===== config.mk =====
export PLATFORM = sky130hd
export DESIGN_NAME = sdac_if_top
export DESIGN_NICKNAME = d
export VERILOG_FILES = /design/src/rtl/sdac_if_pkg.sv /design/src/rtl/sdac_sync.sv /design/src/rtl/sdac_shift.sv /design/src/rtl/sdac_regs.sv /design/src/rtl/sdac_if_top.sv
export SDC_FILE = /design/constraint.sdc
export NUM_CORES = 1
export LEC_CHECK = 0
export BUFFER_PORTS_ARGS = -buffer_cell sky130_fd_sc_hd__buf_2
export CAP_MARGIN = 20
export CORE_UTILIZATION = 56
export CTS_BUF_LIST = sky130_fd_sc_hd__clkbuf_4 sky130_fd_sc_hd__clkbuf_8 sky130_fd_sc_hd__clkbuf_16
export DETAILED_ROUTE_END_ITERATION = 6
export MAX_ROUTING_LAYER = met4
export PLACE_DENSITY = 0.89
export SETUP_SLACK_MARGIN = 0.3
export SYNTH_ARGS = -nofsm -noshare
export SYNTH_HDL_FRONTEND = slang
export SYNTH_HIERARCHICAL = 1
export SYNTH_SLANG_ARGS = --single-unit

===== constraint.sdc =====
create_clock -name clk_i -period 2.6 [get_ports clk_i]
set_clock_uncertainty 0.2 [all_clocks]
set_input_delay 0.26 -clock clk_i [delete_from_list [all_inputs] [get_ports clk_i]]
set_output_delay 0.26 -clock clk_i [all_outputs]
set_load 0.01 [all_outputs]

===== src/rtl/sdac_if_pkg.sv =====
package sdac_if_pkg;
  localparam int FRAME_W = 16;
  typedef enum logic [1:0] {
    CMD_LOAD = 2'b00,
    CMD_RSV1 = 2'b01,
    CMD_RSV2 = 2'b10,
    CMD_EDGE = 2'b11
  } cmd_e;
endpackage


===== src/rtl/sdac_sync.sv =====
module sdac_sync #(
  parameter int W = 1,
  parameter logic [W-1:0] RST_VAL = '0
) (
  input  logic         clk_i,
  input  logic         rst_ni,
  input  logic [W-1:0] d_i,
  output logic [W-1:0] q_o
);
  logic [W-1:0] meta_q, sync_q;
  for (genvar i = 0; i < W; i++) begin : g_bit
    always_ff @(posedge clk_i or negedge rst_ni) begin
      if (!rst_ni) begin
        meta_q[i] <= RST_VAL[i];
        sync_q[i] <= RST_VAL[i];
      end else begin
        meta_q[i] <= d_i[i];
        sync_q[i] <= meta_q[i];
      end
    end
  end
  assign q_o = sync_q;
endmodule


===== src/rtl/sdac_shift.sv =====
module sdac_shift
  import sdac_if_pkg::*;
(
  input  logic               clk_i,
  input  logic               rst_ni,
  input  logic               sync_s_i,
  input  logic               sclk_s_i,
  input  logic               sdin_s_i,
  input  logic               rise_mode_i,
  output logic               frame_vld_o,
  output logic [FRAME_W-1:0] frame_o
);
  localparam int CNT_W = $clog2(FRAME_W + 2);
  localparam logic [CNT_W-1:0] CNT_FULL = CNT_W'(FRAME_W);
  localparam logic [CNT_W-1:0] CNT_OVER = CNT_W'(FRAME_W + 1);

  logic               sclk_q, sync_q, act_edge;
  logic [CNT_W-1:0]   cnt_q;
  logic [FRAME_W-1:0] shreg_q;

  assign act_edge = rise_mode_i ? (sclk_s_i & ~sclk_q) : (~sclk_s_i & sclk_q);

  always_ff @(posedge clk_i or negedge rst_ni) begin
    if (!rst_ni) begin
      sclk_q  <= 1'b0;
      sync_q  <= 1'b1;
      cnt_q   <= '0;
      shreg_q <= '0;
    end else begin
      sclk_q <= sclk_s_i;
      sync_q <= sync_s_i;
      if (sync_s_i) begin
        cnt_q <= '0;
      end else if (act_edge) begin
        shreg_q <= {shreg_q[FRAME_W-2:0], sdin_s_i};
        // saturate one past full so long frames stay rejected
        if (cnt_q != CNT_OVER) cnt_q <= cnt_q + 1'b1;
      end
    end
  end

  assign frame_vld_o = sync_s_i & ~sync_q & (cnt_q == CNT_FULL);
  assign frame_o     = shreg_q;
endmodule


===== src/rtl/sdac_regs.sv =====
module sdac_regs
  import sdac_if_pkg::*;
#(
  parameter int DATA_W = 12
) (
  input  logic               clk_i,
  input  logic               rst_ni,
  input  logic               frame_vld_i,
  input  logic [FRAME_W-1:0] frame_i,
  output logic               rise_mode_o,
  output logic [DATA_W-1:0]  in_latch_o,
  output logic [DATA_W-1:0]  dac_code_o
);
  localparam int DATA_MSB = FRAME_W - 3;

  cmd_e cmd;
  logic load_q;

  assign cmd = cmd_e'(frame_i[FRAME_W-1 -: 2]);

  always_ff @(posedge clk_i or negedge rst_ni) begin
    if (!rst_ni) begin
      rise_mode_o <= 1'b0;
      in_latch_o  <= '0;
      dac_code_o  <= '0;
      load_q      <= 1'b0;
    end else begin
      load_q <= frame_vld_i && (cmd == CMD_LOAD);
      if (frame_vld_i && cmd == CMD_LOAD) in_latch_o <= frame_i[DATA_MSB -: DATA_W];
      if (frame_vld_i && cmd == CMD_EDGE) rise_mode_o <= frame_i[DATA_MSB];
      if (load_q) dac_code_o <= in_latch_o;
    end
  end
endmodule


===== src/rtl/sdac_if_top.sv =====
module sdac_if_top
  import sdac_if_pkg::*;
#(
  parameter int DATA_W = 12
) (
  input  logic              clk_i,
  input  logic              rst_ni,
  input  logic              sync_ni,
  input  logic              sclk_i,
  input  logic              sdin_i,
  output logic [DATA_W-1:0] in_latch_o,
  output logic [DATA_W-1:0] dac_code_o
);
  logic [2:0]         pins_s;
  logic               rise_mode, frame_vld;
  logic [FRAME_W-1:0] frame;

  sdac_sync #(.W(3), .RST_VAL(3'b100)) u_sync (
    .clk_i (clk_i),
    .rst_ni(rst_ni),
    .d_i   ({sync_ni, sclk_i, sdin_i}),
    .q_o   (pins_s)
  );

  sdac_shift u_shift (
    .clk_i      (clk_i),
    .rst_ni     (rst_ni),
    .sync_s_i   (pins_s[2]),
    .sclk_s_i   (pins_s[1]),
    .sdin_s_i   (pins_s[0]),
    .rise_mode_i(rise_mode),
    .frame_vld_o(frame_vld),
    .frame_o    (frame)
  );

  sdac_regs #(.DATA_W(DATA_W)) u_regs (
    .clk_i      (clk_i),
    .rst_ni     (rst_ni),
    .frame_vld_i(frame_vld),
    .frame_i    (frame),
    .rise_mode_o(rise_mode),
    .in_latch_o (in_latch_o),
    .dac_code_o (dac_code_o)
  );
endmodule


==> results of run 1 <==
==> path summary, 6_finish.rpt <==
| path | startpoint | to | slack [ns] | cells past startpoint |
|---|---|---|---|---|
| worst max-delay path | u_sync/q_o[2] | u_regs/in_latch_o[8] | 0.39 | 5 |
| worst min-delay path | u_sync/meta_q[2] | u_sync/q_o[2] | 0.16 | 0 |
| worst max register to register | u_sync/q_o[2] | u_regs/in_latch_o[8] | 0.39 | 5 |
| worst min register to register | u_sync/meta_q[2] | u_sync/q_o[2] | 0.16 | 0 |
| max in group asynchronous | rst_ni | u_sync/meta_q[2] | 1.17 | 3 |
| min in group asynchronous | rst_ni | u_shift/frame_o[14] | 0.29 | 2 |
==> cells in the final DEF (no fill, tap or decap), types with 3 or more instances in the layout <==
| cell | synthesis | routed |
|---|---|---|
| dfrtp_1 | 52 | 52 |
| mux2_2 | 35 | 35 |
| dfstp_2 | 3 | 3 |
| dlygate4sd3_1 | 0 | 4 |
| buf_4 | 0 | 4 |
| nor2b_1 | 3 | 3 |
| mux2_4 | 10 | 10 |
| nor2_1 | 6 | 6 |
| nand2_1 | 3 | 3 |
| buf_2 | 1 | 28 |
| clkbuf_8 | 0 | 5 |
| inv_1 | 3 | 3 |
| ha_1 | 3 | 3 |
==> stage by stage <==
stage / cells / worst slack, ns / util / instance area, um2 / hold slack, ns
2_1_floorplan: 138 / 0.444 / - / 2210 / -0.236
6_report: 226 / 0.392 / 0.687 / 2550 / 0.160
5_1_grt: 226 / 0.315 / 0.687 / 2550 / 0.170
3_3_place_gp: 214 / 0.504 / 0.645 / 2400 / 0.0901
4_1_cts: 226 / 0.431 / 0.687 / 2550 / 0.161
3_5_place_dp: 214 / 0.423 / 0.645 / 2400 / 0.107
==> critical path: cells and delay by family, from the launching register on <==
kind	cells	cell delay (ns)
buf+inv	1	0.23
simple gates	3	0.62
flops	1	0.68
mux	1	0.36
==> kinds of logic after synthesis <==
| group | after synthesis |
|---|---|
| compound gates | 5 |
| fa+ha+maj | 3 |
| buf+inv | 7 |
| flops | 55 |
| mux | 46 |
| simple gates | 22 |
==> sequential cells by signal, indices dropped and copies added, names as in the netlist <==
name / flops
u_regs/dac_code_o: 12
u_shift/sclk_q: 1
u_shift/sync_q: 1
u_regs/in_latch_o: 12
u_sync/meta_q: 3
u_regs/rise_mode_o: 1
u_shift/cnt_q: 5
u_sync/q_o: 3
u_shift/frame_o: 16
u_regs/load_q: 1
==> layer usage <==
layer / vias up / global-route usage / wire [um]
met5: - / - / 0
met4: 0 / 0.125 / 98
met1: 619 / 0.264 / 1620
met3: 9 / 0.0581 / 128
li1: 557 / - / -
met2: 35 / 0.327 / 1890
==> power breakdown <==
part	switching (mW)	internal, mW
combinational	0.0453	0.0783
sequential	0.0551	0.921
clock	0.281	0.290
total	0.381	1.29
==> what timing repair did <==
item / CTS / global route
hold endpoints to repair: 29 / 0
hold buffers: 4 / 0
endpoints found under the setup margin: 0 / 0
==> final cells by class <==
type	instances	area [um2]	area share
Inverter	3	11.3	0.00441
Multi-Input combinational cell	76	776	0.304
Tap cell	48	60.1	0.0235
Sequential cell	55	1380	0.541
Clock inverter	3	46.3	0.0181
Clock buffer	5	68.8	0.0270
Timing Repair Buffer	36	210	0.0824
==> results.py, run 1 <==
metrics = {
    "global_route": {
        "grt_pass1_vias": 1309,
        "antenna_found_initial": 0,
        "grt_pass1_wl_um": 6380,
        "grt_overflow": 0,
        "grt_start_max_net_pins": 29,
        "grt.total_usage": 0.217,
    },
    "sta": {
        "period_share": 0.849,
        "rsz0062_at_grt": "no",
        "setup-tns-final_ns": 0,
        "setup-violations-final": 0,
        "period_minus_slack_ns": 2.21,
        "worst_pin_slew_ns": 0.623,
        "hold_violations": 0,
        "slew_headroom": 0.579,
        "fmax_mhz": 453,
        "finalMaxSlewViolations": 0,
    },
    "placement": {
        "dp_hpwl_um": 2600,
        "place_congestion": 0.814,
        "portBuffers": 28,
    },
    "final_layout": {
        "drive_gt1_frac": 0.511,
        "nNetsFinal": 185,
        "area_growth_pct": 15.6,
        "diodes": 0,
        "num-fill-cells": 258,
    },
    "clock_network": {
        "htree_levels": 2,
        "clkSlewWorstSetupHoldPaths_ns": 0.09,
        "cts_root_buffer": "clkbuf_8",
        "cts_tree": "yes",
        "clock_tree.buffer_depth": 2,
        "post-cts-setup-buffers": 0,
        "cts_resized": 0,
        "clock_latency_ns": 0.31,
        "cts_sinks": 55,
        "cts-buffers-inserted": 5,
    },
    "route": {
        "drtIter0Drc": 58,
        "vias": 1220,
        "route.detailed.drc": 0,
        "vias_per_cell": 5.40,
        "dr.pass1.iters": 4,
        "routed_wirelength_um": 3740,
        "wl_per_cell_um": 16.5,
        "drtAntennaViolNets": 0,
    },
    "synthesis": {
        "ys.flop_type": "dfrtp_1",
        "syn_avg_cell_area_um2": 16.0,
        "yosysSeqAreaShare": 0.625,
        "yosysTopAreaCell": "dfrtp_1",
        "synth_commonest_cells": "dfrtp_1, mux2_2, mux2_4",
        "synth-edff-count": 0,
        "synthTopCellsByArea": "dfrtp_1, mux2_2, mux2_4",
        "synth.distinct_cells": 26,
        "synth.top_cell.area_share": 0.590,
        "synth.yosys.warnings": 6,
        "synthAdderAreaFrac": 0.0170,
        "synth-compound-area-share": 0.0187,
        "synth_top_family_by_area": "multiplexers",
        "syn_nets": 146,
        "synthXorXnorAreaFrac": 0,
        "synth-seq-cells": 55,
        "synth_cells": 138,
        "yosysMostFrequentCell": "dfrtp_1",
        "syn_area_mm2": 0.00221,
        "synth-simple-area-share": 0.0646,
        "synth_mux_area_frac": 0.251,
        "async_reset_ff_frac": 1.00,
    },
    "outcome": {
        "outcome": "finished clean",
    },
    "die": {
        "die_x_um": 64.8,
        "die_area_mm2": 0.00420,
        "core_mm2": 0.00372,
        "start_util": 0.594,
        "io_pins": 29,
        "placementRows": 22,
        "die_h_um": 64.8,
    },
    "setup_path": {
        "worstSetupStartpointType": "flip-flop",
        "crit_path_max_fanout": 13,
        "slowest_stage": "dfstp_2",
        "crit_chain": "nand2_1, nor3_1, nor3b_4, buf_4, mux2_2",
        "critPathArrivalTime_ns": 2.20,
        "critPathRequiredTime_ns": 2.60,
        "cp_slowest_stage_delay_ns": 0.68,
        "end_kind": "flip-flop",
        "path_class": "flip-flop to flip-flop",
    },
    "power": {
        "power-per-cell-area_mw_per_mm2": 655,
        "total_power_mw": 1.67,
        "p_leak_nw": 1.29,
        "peakVddDrop_mv": 0.581,
    },
    "worst_hold_path": {
        "min_path_type": "flip-flop to flip-flop",
    },
    "flow_run": {
        "maxCapViolations": 0,
    },
}
Power figures use the tool's default switching activity.
==> run 2: changes to the inputs <==
Settings changed: CORE_UTILIZATION 56 to 51, PLACE_DENSITY 0.89 to 0.86.
Clock period 2.6 ns to 1.8 ns, I/O delays scaled along.
==> run 2 against run 1 <==
  * The run now ends with negative setup slack left
  * Sequential power up 45%
  * Core utilization up 4.8 points
  * Global-route usage up 0.92 points
  * Sequential share of layout area down 8.1 points
  * Critical endpoint is now u_regs/rise_mode_o
  * Die area up 9.5%
  * Worst hold slack worse by 0.056 ns
  * Clock power up 24%
  * Critical path depth up 5
  * Non-clock buffer count up 26
  * Clock-buffer cell count up 1
  * Total power up 43%
  * Highest routed layer unchanged
==> results.py, run 2 (synthesis results as in run 1) <==
metrics = {
    "global_route": {
        "grt_overflow": 0,
        "antenna_found_initial": 0,
        "grt.total_usage": 0.226,
        "grt_pass1_wl_um": 7020,
        "grt_pass1_vias": 1439,
        "grt_start_max_net_pins": 26,
    },
    "placement": {
        "dp_cells": 227,
        "preCtsSetupSlack_ns": -0.109,
        "place_congestion": 0.782,
        "dp_hpwl_um": 2770,
        "portBuffers": 28,
    },
    "final_layout": {
        "layout_common_cells": "dfrtp_1, mux2_4, buf_2",
        "nNetsFinal": 211,
        "largest_reg_flops": 16,
        "final_common_cell": "dfrtp_1",
        "area_growth_pct": 36.1,
        "diodes": 0,
        "drive_gt1_frac": 0.632,
        "fin_cells": 254,
    },
    "route": {
        "vias": 1363,
        "vias_per_cell": 5.37,
        "dr.pass1.iters": 4,
        "drtAntennaViolNets": 0,
        "wl_met2_um": 2480,
        "route.detailed.drc": 0,
        "wl_per_cell_um": 19.0,
        "routed_wirelength_um": 4830,
        "top_layer": "met4",
        "drtIter0Drc": 60,
        "route.met3.wl_um": 174,
        "met1_length_um": 2050,
    },
    "setup_path": {
        "worstSetupStartpointType": "flip-flop",
        "r2r_setup_slack_ns": -0.20,
        "end_kind": "flip-flop",
        "rr_endpoint": "u_regs/rise_mode_o",
        "rr_worst_depth": 10,
        "crit_path_max_fanout": 2,
        "critPathCapture": "u_regs/rise_mode_o",
        "critPathArrivalTime_ns": 2.01,
        "path_class": "flip-flop to flip-flop",
        "startpoint": "u_shift/cnt_q[0]",
        "r2r-start": "u_shift/cnt_q[0]",
        "critPathRequiredTime_ns": 1.80,
    },
    "sta": {
        "finalWorstSetupSlack_ns": -0.204,
        "period_minus_slack_ns": 2.00,
        "worst_pin_slew_ns": 0.544,
        "period_share": 1.11,
        "fmax_mhz": 499,
        "hold_violations": 0,
        "slew_headroom": 0.638,
        "setup-violations-final": 29,
        "rsz0062_at_grt": "yes",
        "finalMaxSlewViolations": 0,
    },
    "worst_hold_path": {
        "min_path_type": "primary input to asynchronous set/reset pin",
    },
    "die": {
        "start_util": 0.540,
        "die_h_um": 67.8,
        "core_mm2": 0.00409,
        "die_area_mm2": 0.00459,
        "io_pins": 29,
        "placementRows": 23,
        "die_x_um": 67.8,
    },
    "flow_run": {
        "maxCapViolations": 0,
    },
    "power": {
        "peakVddDrop_mv": 0.663,
        "p_leak_nw": 1.49,
        "power-per-cell-area_mw_per_mm2": 793,
    },
    "clock_network": {
        "cts_root_buffer": "clkbuf_8",
        "cts_tree": "yes",
        "clock_tree.buffer_depth": 2,
        "htree_levels": 2,
        "clkSlewWorstSetupHoldPaths_ns": 0.11,
        "cts_sinks": 55,
        "clock_latency_ns": 0.32,
        "cts-buffers-inserted": 5,
    },
    "outcome": {
        "outcome": "finished with violations",
        "violations": "negative setup slack",
    },
}
run 2: critical path: stages (launching register included):
cell and delay [ns]:
dfrtp_1 0.41, inv_2 0.10, ha_4 0.14, nand2_4 0.06, nor3_4 0.17, buf_4 0.14, buf_4 0.10, buf_4 0.09
buf_4 0.09, nand3_1 0.09, mux2_4 0.32
run 2: worst min path at each step:
stage / endpoint / slack [ns] / startpoint
after global placement: u_regs/dac_code_o[10] / -0.09 / rst_ni
after CTS: u_regs/dac_code_o[11] / 0.12 / rst_ni
after global routing: u_regs/dac_code_o[11] / 0.12 / rst_ni
after detailed placement: u_regs/in_latch_o[10] / -0.08 / rst_ni
final: u_regs/dac_code_o[11] / 0.10 / rst_ni
after floorplan: u_regs/dac_code_o[0] / -0.32 / rst_ni
run 2: metal layers:
layer	vias up	track usage
met5	-	-
li1	609	-
met3	16	0.0608
met2	37	0.369
met1	701	0.258
met4	0	0.107
run 2: cell type report:
type,instances,area [um2]
tap,50,62.6
clock inverter,2,16.3
sequential,55,1380
clock buffer,6,76.3
multi-input combinational,76,967
timing repair buffer,62,489
inverter,3,11.3
fill,238,1080
run 2: per-stage QoR:
stage | hold WS, ns | TNS [ns] | instance area [um2] | utilization | power [mW]
6_report | 0.103 | -2.27 | 3000 | 0.735 | 2.38
3_3_place_gp | -0.0913 | -0.227 | 2590 | 0.633 | 1.63
3_5_place_dp | -0.0792 | -1.20 | 2590 | 0.633 | 1.65
4_1_cts | 0.118 | -1.14 | 2920 | 0.715 | 2.36
5_1_grt | 0.117 | -4.09 | 3000 | 0.735 | 2.48
2_1_floorplan | -0.316 | -2.73 | 2290 | - | 1.56
run 2: power breakdown:
group | internal, mW | total [mW] | switching [mW]
clock network | 0.295 | 0.706 | 0.411
logic | 0.170 | 0.261 | 0.0916
registers | 1.33 | 1.42 | 0.0845
run 2: repair_timing:
action,CTS,global route
endpoints found under the setup margin,35,35
hold buffers,4,0
resized for setup,23,12
pin swaps,2,3
gates cloned,1,0
hold endpoints to repair,55,0
setup buffers,10,4
